File: src/rtl/fisr_pkg.sv
package fisr_pkg;
  // Status bit positions (fixed: the host decodes them)
  localparam int B_LDFAIL  = 0;
  localparam int B_TMO     = 1;
  localparam int B_PGMFAIL = 2;
  localparam int B_ERSFAIL = 3;
  localparam int B_LDDONE  = 4;
  localparam int B_PGMDONE = 5;
  localparam int B_ERSDONE = 6;
  localparam int B_MISC    = 7;
  localparam int B_PROT    = 8;
  localparam int B_BADCMD  = 9;
  localparam int B_PIN     = 10;
  localparam int B_INIT    = 12;
  localparam int B_CACHE   = 13;
  // Implemented-bit mask: 13..12 and 10..0
  localparam logic [31:0] IMPL_MASK32 = 32'h0000_37FF;
  // Word addresses
  localparam int ADDR_STAT = 0;
  localparam int ADDR_ENA  = 1;
endpackage

File: src/rtl/fisr_event_map.sv
module fisr_event_map
  import fisr_pkg::*;
#(
  parameter int REG_W = 32
) (
  input  logic             ev_load_fail,
  input  logic             ev_ecc_err,
  input  logic             ev_timeout,
  input  logic             ev_prog_fail,
  input  logic             ev_erase_fail,
  input  logic             ev_load_done,
  input  logic             ev_prog_done,
  input  logic             ev_erase_done,
  input  logic             ev_misc_done,
  input  logic             ev_prot_blk,
  input  logic             ev_bad_cmd,
  input  logic             ev_pin_act,
  input  logic             ev_init_done,
  input  logic             ev_cache_err,
  input  logic             ev_erase_start,
  input  logic             ev_prog_start,
  output logic [REG_W-1:0] set_vec,
  output logic [REG_W-1:0] auto_vec
);
  always_comb begin
    set_vec            = '0;
    set_vec[B_LDFAIL]  = ev_load_fail | ev_ecc_err;
    set_vec[B_TMO]     = ev_timeout;
    set_vec[B_PGMFAIL] = ev_prog_fail;
    set_vec[B_ERSFAIL] = ev_erase_fail;
    set_vec[B_LDDONE]  = ev_load_done;
    set_vec[B_PGMDONE] = ev_prog_done;
    set_vec[B_ERSDONE] = ev_erase_done;
    set_vec[B_MISC]    = ev_misc_done;
    set_vec[B_PROT]    = ev_prot_blk;
    set_vec[B_BADCMD]  = ev_bad_cmd;
    set_vec[B_PIN]     = ev_pin_act;
    set_vec[B_INIT]    = ev_init_done;
    set_vec[B_CACHE]   = ev_cache_err;
  end

  always_comb begin
    auto_vec            = '0;
    auto_vec[B_ERSDONE] = ev_erase_start;
    auto_vec[B_PGMDONE] = ev_prog_start;
  end
endmodule

File: src/rtl/fisr_status.sv
module fisr_status #(
  parameter int               REG_W = 32,
  parameter logic [REG_W-1:0] IMPL  = '1
) (
  input  logic             clk,
  input  logic             rst,
  input  logic [REG_W-1:0] set_i,
  input  logic [REG_W-1:0] clr_i,
  input  logic [REG_W-1:0] auto_i,
  output logic [REG_W-1:0] status_q,
  output logic [REG_W-1:0] status_d
);
  for (genvar i = 0; i < REG_W; i++) begin : g_bit
    if (IMPL[i]) begin : g_impl
      // set beats host clear and auto-clear
      assign status_d[i] = set_i[i] | (status_q[i] & ~clr_i[i] & ~auto_i[i]);
      always_ff @(posedge clk) begin
        if (rst) status_q[i] <= 1'b0;
        else     status_q[i] <= status_d[i];
      end
    end else begin : g_rsv
      assign status_d[i] = 1'b0;
      assign status_q[i] = 1'b0;
    end
  end
endmodule

File: src/rtl/fisr_host_if.sv
module fisr_host_if
  import fisr_pkg::*;
#(
  parameter int               REG_W  = 32,
  parameter int               ADDR_W = 2,
  parameter logic [REG_W-1:0] IMPL   = '1
) (
  input  logic              clk,
  input  logic              rst,
  input  logic              bus_en,
  input  logic              bus_we,
  input  logic [ADDR_W-1:0] bus_addr,
  input  logic [REG_W-1:0]  bus_wdata,
  input  logic [REG_W-1:0]  status_q,
  output logic [REG_W-1:0]  clr_vec,
  output logic [REG_W-1:0]  enable_q,
  output logic [REG_W-1:0]  enable_d,
  output logic [REG_W-1:0]  rdata_q
);
  localparam logic [ADDR_W-1:0] A_STAT = ADDR_W'(ADDR_STAT);
  localparam logic [ADDR_W-1:0] A_ENA  = ADDR_W'(ADDR_ENA);

  logic wr_stat, wr_ena, rd;

  assign wr_stat  = bus_en & bus_we & (bus_addr == A_STAT);
  assign wr_ena   = bus_en & bus_we & (bus_addr == A_ENA);
  assign rd       = bus_en & ~bus_we;
  assign clr_vec  = wr_stat ? (bus_wdata & IMPL) : '0;
  assign enable_d = wr_ena ? (bus_wdata & IMPL) : enable_q;

  always_ff @(posedge clk) begin
    if (rst) enable_q <= '0;
    else     enable_q <= enable_d;
  end

  always_ff @(posedge clk) begin
    if (rst) begin
      rdata_q <= '0;
    end else if (rd) begin
      case (bus_addr)
        A_STAT:  rdata_q <= status_q;
        A_ENA:   rdata_q <= enable_q;
        default: rdata_q <= '0;
      endcase
    end
  end
endmodule

File: src/rtl/flash_irq_status.sv
module flash_irq_status
  import fisr_pkg::*;
#(
  parameter int REG_W  = 32,
  parameter int ADDR_W = 2
) (
  input  logic              clk,
  input  logic              rst,
  input  logic              bus_en,
  input  logic              bus_we,
  input  logic [ADDR_W-1:0] bus_addr,
  input  logic [REG_W-1:0]  bus_wdata,
  output logic [REG_W-1:0]  bus_rdata,
  input  logic              ev_load_fail,
  input  logic              ev_ecc_err,
  input  logic              ev_timeout,
  input  logic              ev_prog_fail,
  input  logic              ev_erase_fail,
  input  logic              ev_load_done,
  input  logic              ev_prog_done,
  input  logic              ev_erase_done,
  input  logic              ev_misc_done,
  input  logic              ev_prot_blk,
  input  logic              ev_bad_cmd,
  input  logic              ev_pin_act,
  input  logic              ev_init_done,
  input  logic              ev_cache_err,
  input  logic              ev_erase_start,
  input  logic              ev_prog_start,
  output logic              irq_o
);
  localparam logic [REG_W-1:0] IMPL = REG_W'(IMPL_MASK32);

  logic [REG_W-1:0] set_vec, auto_vec, clr_vec;
  logic [REG_W-1:0] status_q, status_d, enable_q, enable_d;

  fisr_event_map #(.REG_W(REG_W)) u_map (
    .ev_load_fail  (ev_load_fail),
    .ev_ecc_err    (ev_ecc_err),
    .ev_timeout    (ev_timeout),
    .ev_prog_fail  (ev_prog_fail),
    .ev_erase_fail (ev_erase_fail),
    .ev_load_done  (ev_load_done),
    .ev_prog_done  (ev_prog_done),
    .ev_erase_done (ev_erase_done),
    .ev_misc_done  (ev_misc_done),
    .ev_prot_blk   (ev_prot_blk),
    .ev_bad_cmd    (ev_bad_cmd),
    .ev_pin_act    (ev_pin_act),
    .ev_init_done  (ev_init_done),
    .ev_cache_err  (ev_cache_err),
    .ev_erase_start(ev_erase_start),
    .ev_prog_start (ev_prog_start),
    .set_vec       (set_vec),
    .auto_vec      (auto_vec)
  );

  fisr_status #(.REG_W(REG_W), .IMPL(IMPL)) u_stat (
    .clk     (clk),
    .rst     (rst),
    .set_i   (set_vec),
    .clr_i   (clr_vec),
    .auto_i  (auto_vec),
    .status_q(status_q),
    .status_d(status_d)
  );

  fisr_host_if #(.REG_W(REG_W), .ADDR_W(ADDR_W), .IMPL(IMPL)) u_host (
    .clk      (clk),
    .rst      (rst),
    .bus_en   (bus_en),
    .bus_we   (bus_we),
    .bus_addr (bus_addr),
    .bus_wdata(bus_wdata),
    .status_q (status_q),
    .clr_vec  (clr_vec),
    .enable_q (enable_q),
    .enable_d (enable_d),
    .rdata_q  (bus_rdata)
  );

  // Registered interrupt, computed from next-state so it lines up with the registers
  always_ff @(posedge clk) begin
    if (rst) irq_o <= 1'b0;
    else     irq_o <= |(status_d & enable_d);
  end
endmodule

File: config.mk
export PLATFORM = sky130hd
export DESIGN_NAME = flash_irq_status
export DESIGN_NICKNAME = d
export VERILOG_FILES = /design/src/rtl/fisr_pkg.sv /design/src/rtl/fisr_event_map.sv /design/src/rtl/fisr_status.sv /design/src/rtl/fisr_host_if.sv /design/src/rtl/flash_irq_status.sv
export SDC_FILE = /design/constraint.sdc
export NUM_CORES = 1
export LEC_CHECK = 0
export BUFFER_PORTS_ARGS = -buffer_cell sky130_fd_sc_hd__buf_4
export CAP_MARGIN = 15
export CORE_MARGIN = 8
export CORE_UTILIZATION = 49
export CTS_BUF_LIST = sky130_fd_sc_hd__clkbuf_16
export CTS_CLUSTER_DIAMETER = 40
export DETAILED_ROUTE_END_ITERATION = 8
export PLACE_DENSITY = 0.84
export SLEW_MARGIN = 15
export SYNTH_ARGS = -nofsm -noshare
export SYNTH_HDL_FRONTEND = slang
export SYNTH_SLANG_ARGS = --single-unit
File: constraint.sdc
create_clock -name clk -period 2.3 [get_ports clk]
set_input_delay 0.46 -clock clk [delete_from_list [all_inputs] [get_ports clk]]
set_output_delay 0.46 -clock clk [all_outputs]
set_load 0.01 [all_outputs]
==> metrics.md <==
| Metric | Value |
|---|---|
| Clock transition at path regs | 0.05 ns |
| Die width | 77.27 um |
| R2r setup slk | 1.13 ns |
| Post-DP HPWL | 3031 um |
| Crit-path cells | buf_4 > nand4b_4 > mux2i_1 > o22ai_1 > nor3_1 > a31oi_1 |
| Max-Cap Viols | 0 |
| Commonest non-fill, non-tap cell in the layout | buf_4 |
| Global route overflow | 0 |
| VDD IR max | 0.4632 mV |
| Yosys warnings | 0 |
| Worst Path Max Fanout | 16 |
| Depth of the most critical reg-to-reg path | 5 |
| Global placement routability congestion | 0.7318 |
| Distinct cells, synth | 26 |
| WP data required | 2.44 ns |
| Design area | 2273 um2 |
| Routed WL | 4147 um |
| Pwr dens | 673.5 nW/um2 |
| Gr usage total | 13.31% |
| FMAX | 589.7 MHz |
| Min-Delay Path Depth | 2 |
| Initial DRC count | 82 |
| Worst path slowest cell | nand4b_4 |
| CTS Root Cell | clkbuf_16 |
| Outcome | completed |
| Most frequent cells in the layout | 51 x buf_4, 40 x dfxtp_1, 38 x nor2_1 |
| Met3 Use GR | 6.294% |
| Busiest grt layer | met2 |
| RR Endpoint | irq_o |
| Pins Over Slew Limit | 0 |
| Die height | 77.27 um |
| First-pass GRT wire length | 6589 um |
| Synth Instances | 191 |
| Resized Gates After CTS | 0 |
| Vias in the first global route | 1490 |
| Fin crit period | 1.696 ns |
| DRC | 0 |
| Post-synth EDFFs | 0 |
| Core ar. | 3633 um2 |
| Post-CTS setup buffers | 0 |
| N_diodes | 0 |
| Largest net degree at the start of global routing | 41 |
| # setup viols final | 0 |
| DRT Pass-1 Iters | 4 |
| Worst-Skew Late Latency | 0.27 ns |
| Worst setup SP type | primary input |
| Starting density of the core | 50.62% |
| Wirelength per Cell | 14.60 um |
| CTS Sinks | 40 |
| IO Port Bufs | 48 |
| DRT antenna net count | 0 |
| Fraction of registers with async set/reset | 0% |
| # IOs | 87 |
| Critical Path AT | 1.84 ns |
| Critical path endpoint | irq_o |
| Final hold violations | 0 |
| Final Cycle Share | 73.73% |
| RSZ-0062 raised after global routing | no |
| Endpoint type of the worst setup path | flop |
| Crit path from | bus_addr[0] |
| CTS max path bufs | 2 |
| Layout cell share with drive strength beyond 1 | 31.78% |
| Register bit total from synthesis | 40 |
| Worst clock skew | 0.003684 ns |
| Post-Syn Area | 1839 um2 |
| Ys flop type | dfxtp_1 |
| Worst-Margin Slew | 0.5757 ns |
| Final Net Count | 292 |
| Area Overhead vs Synth | 23.61% |
| Leak | 1.067 nW |
| Area after DPL | 2148 um2 |
| Row count | 22 |
| Vias/cell | 5.095 |
| Setup TNS Final | 0 ns |
| Hold Path Class | primary input to flop |
| Synthesized area per cell | 9.630 um2 |
| Seq/Total Area, Yosys | 43.54% |
| Crit Reg-Reg Startpoint | u_stat.status_q[5] |
| H-tree depth | 2 |
| Number of CTS-inserted buffers | 5 |
| Met2 GRT Util | 22.41% |
| Type of the worst setup path | primary input to flop |
| Max incr delay on CP | 0.35 ns |
| Die area | 5970 um2 |
| TritonCTS clock tree | yes |
| Initial antenna violation count | 0 |
| Slew HR | 61.62% |
| Hold Buf Count CTS | 0 |
| Layout filler cell count | 340 |
| Met1 usage in global routing | 14.64% |
| Via count | 1447 |
metrics by stage:
| stage | utilization [%] | setup slack [ns] | hold WS [ns] | cells | power, W |
|---|---|---|---|---|---|
| floorplan | - | 0.7202 | 0.4628 | 209 | 0.0008826 |
| global placement | 59.13 | 0.2905 | 0.4888 | 279 | 0.0009352 |
| detailed placement | 59.13 | 0.2856 | 0.5050 | 279 | 0.0009383 |
| CTS | 62.57 | 0.5685 | 0.4015 | 284 | 0.001544 |
| global route | 62.57 | 0.4282 | 0.4035 | 284 | 0.001594 |
| finish | 62.57 | 0.6043 | 0.4052 | 284 | 0.001531 |
synthesized netlist by cell type (2+ instances only):
cell type  count  share of area [%]
a21oi_1        2               0.54
a22oi_1       13                5.3
a311oi_1       2               0.95
buf_2          2               0.54
buf_4         20                8.2
buf_6          2                1.2
clkbuf_1       5                1.0
dfxtp_1       40                 44
mux2_2        14                8.6
mux2i_1       12                6.5
nand2_1        3               0.61
nand2b_1      10                3.4
nor2_1        38                7.8
nor2b_1        4                1.4
nor3_1         2               0.54
o22ai_1       12                4.1
where the power goes:
group          switching [W]  internal (W)
registers          0.0000128      0.000721
clock network       0.000224      0.000382
logic              0.0000953     0.0000962
total               0.000332       0.00120
cell families (layout without fill, tap and decap cells):
logic type             Yosys count  count (layout)  share of synthesized area (%)
AND/OR/NAND/NOR                 61              61                          16.60
AO/OA/AOI/OAI                   34              34                          13.61
multiplexers                    26              26                          15.10
other                            1              19                         0.2039
flip-flops                      40              40                          43.54
buffers and inverters           29              56                          10.95
layer usage:
metal  part of all wire [%]  vias up
li1                       -      728
met1                     43      667
met2                     48       50
met3                    8.1        2
met4                   0.46        0
met5                      0        -
worst max-delay path, delay by kind of cell:
| kind | cells | cell delay [ns] |
|---|---|---|
| compound gates | 2 | 0.23 |
| buf+inv | 1 | 0.22 |
| mux | 1 | 0.32 |
| simple gates | 2 | 0.61 |
registers in the layout, indices dropped and copies added, names as in the netlist:
register	flops
u_stat.status_q	13
u_host.rdata_q	13
irq_o	1
u_host.enable_q	13
area by class of cell:
cell class	instances	area [um2]	area share [%]
clock buffer	5	125.1	5.504
multi-input combinational	140	904.6	39.79
timing repair buffer	51	382.9	16.84
tap	48	60.06	2.642
sequential	40	800.8	35.22
worst min path at each step:
stage                        from                 end  slack (ns)
2_1_floorplan  u_stat.status_q[1]  u_stat.status_q[1]        0.46
3_3_place_gp   u_host.enable_q[5]  u_host.enable_q[5]        0.49
3_5_place_dp   u_host.enable_q[0]  u_host.enable_q[0]        0.50
4_1_cts              bus_wdata[0]  u_stat.status_q[0]        0.40
5_1_grt              bus_wdata[0]  u_stat.status_q[0]        0.40
6_report             bus_wdata[0]  u_stat.status_q[0]        0.41
Power figures use the tool's default switching activity.
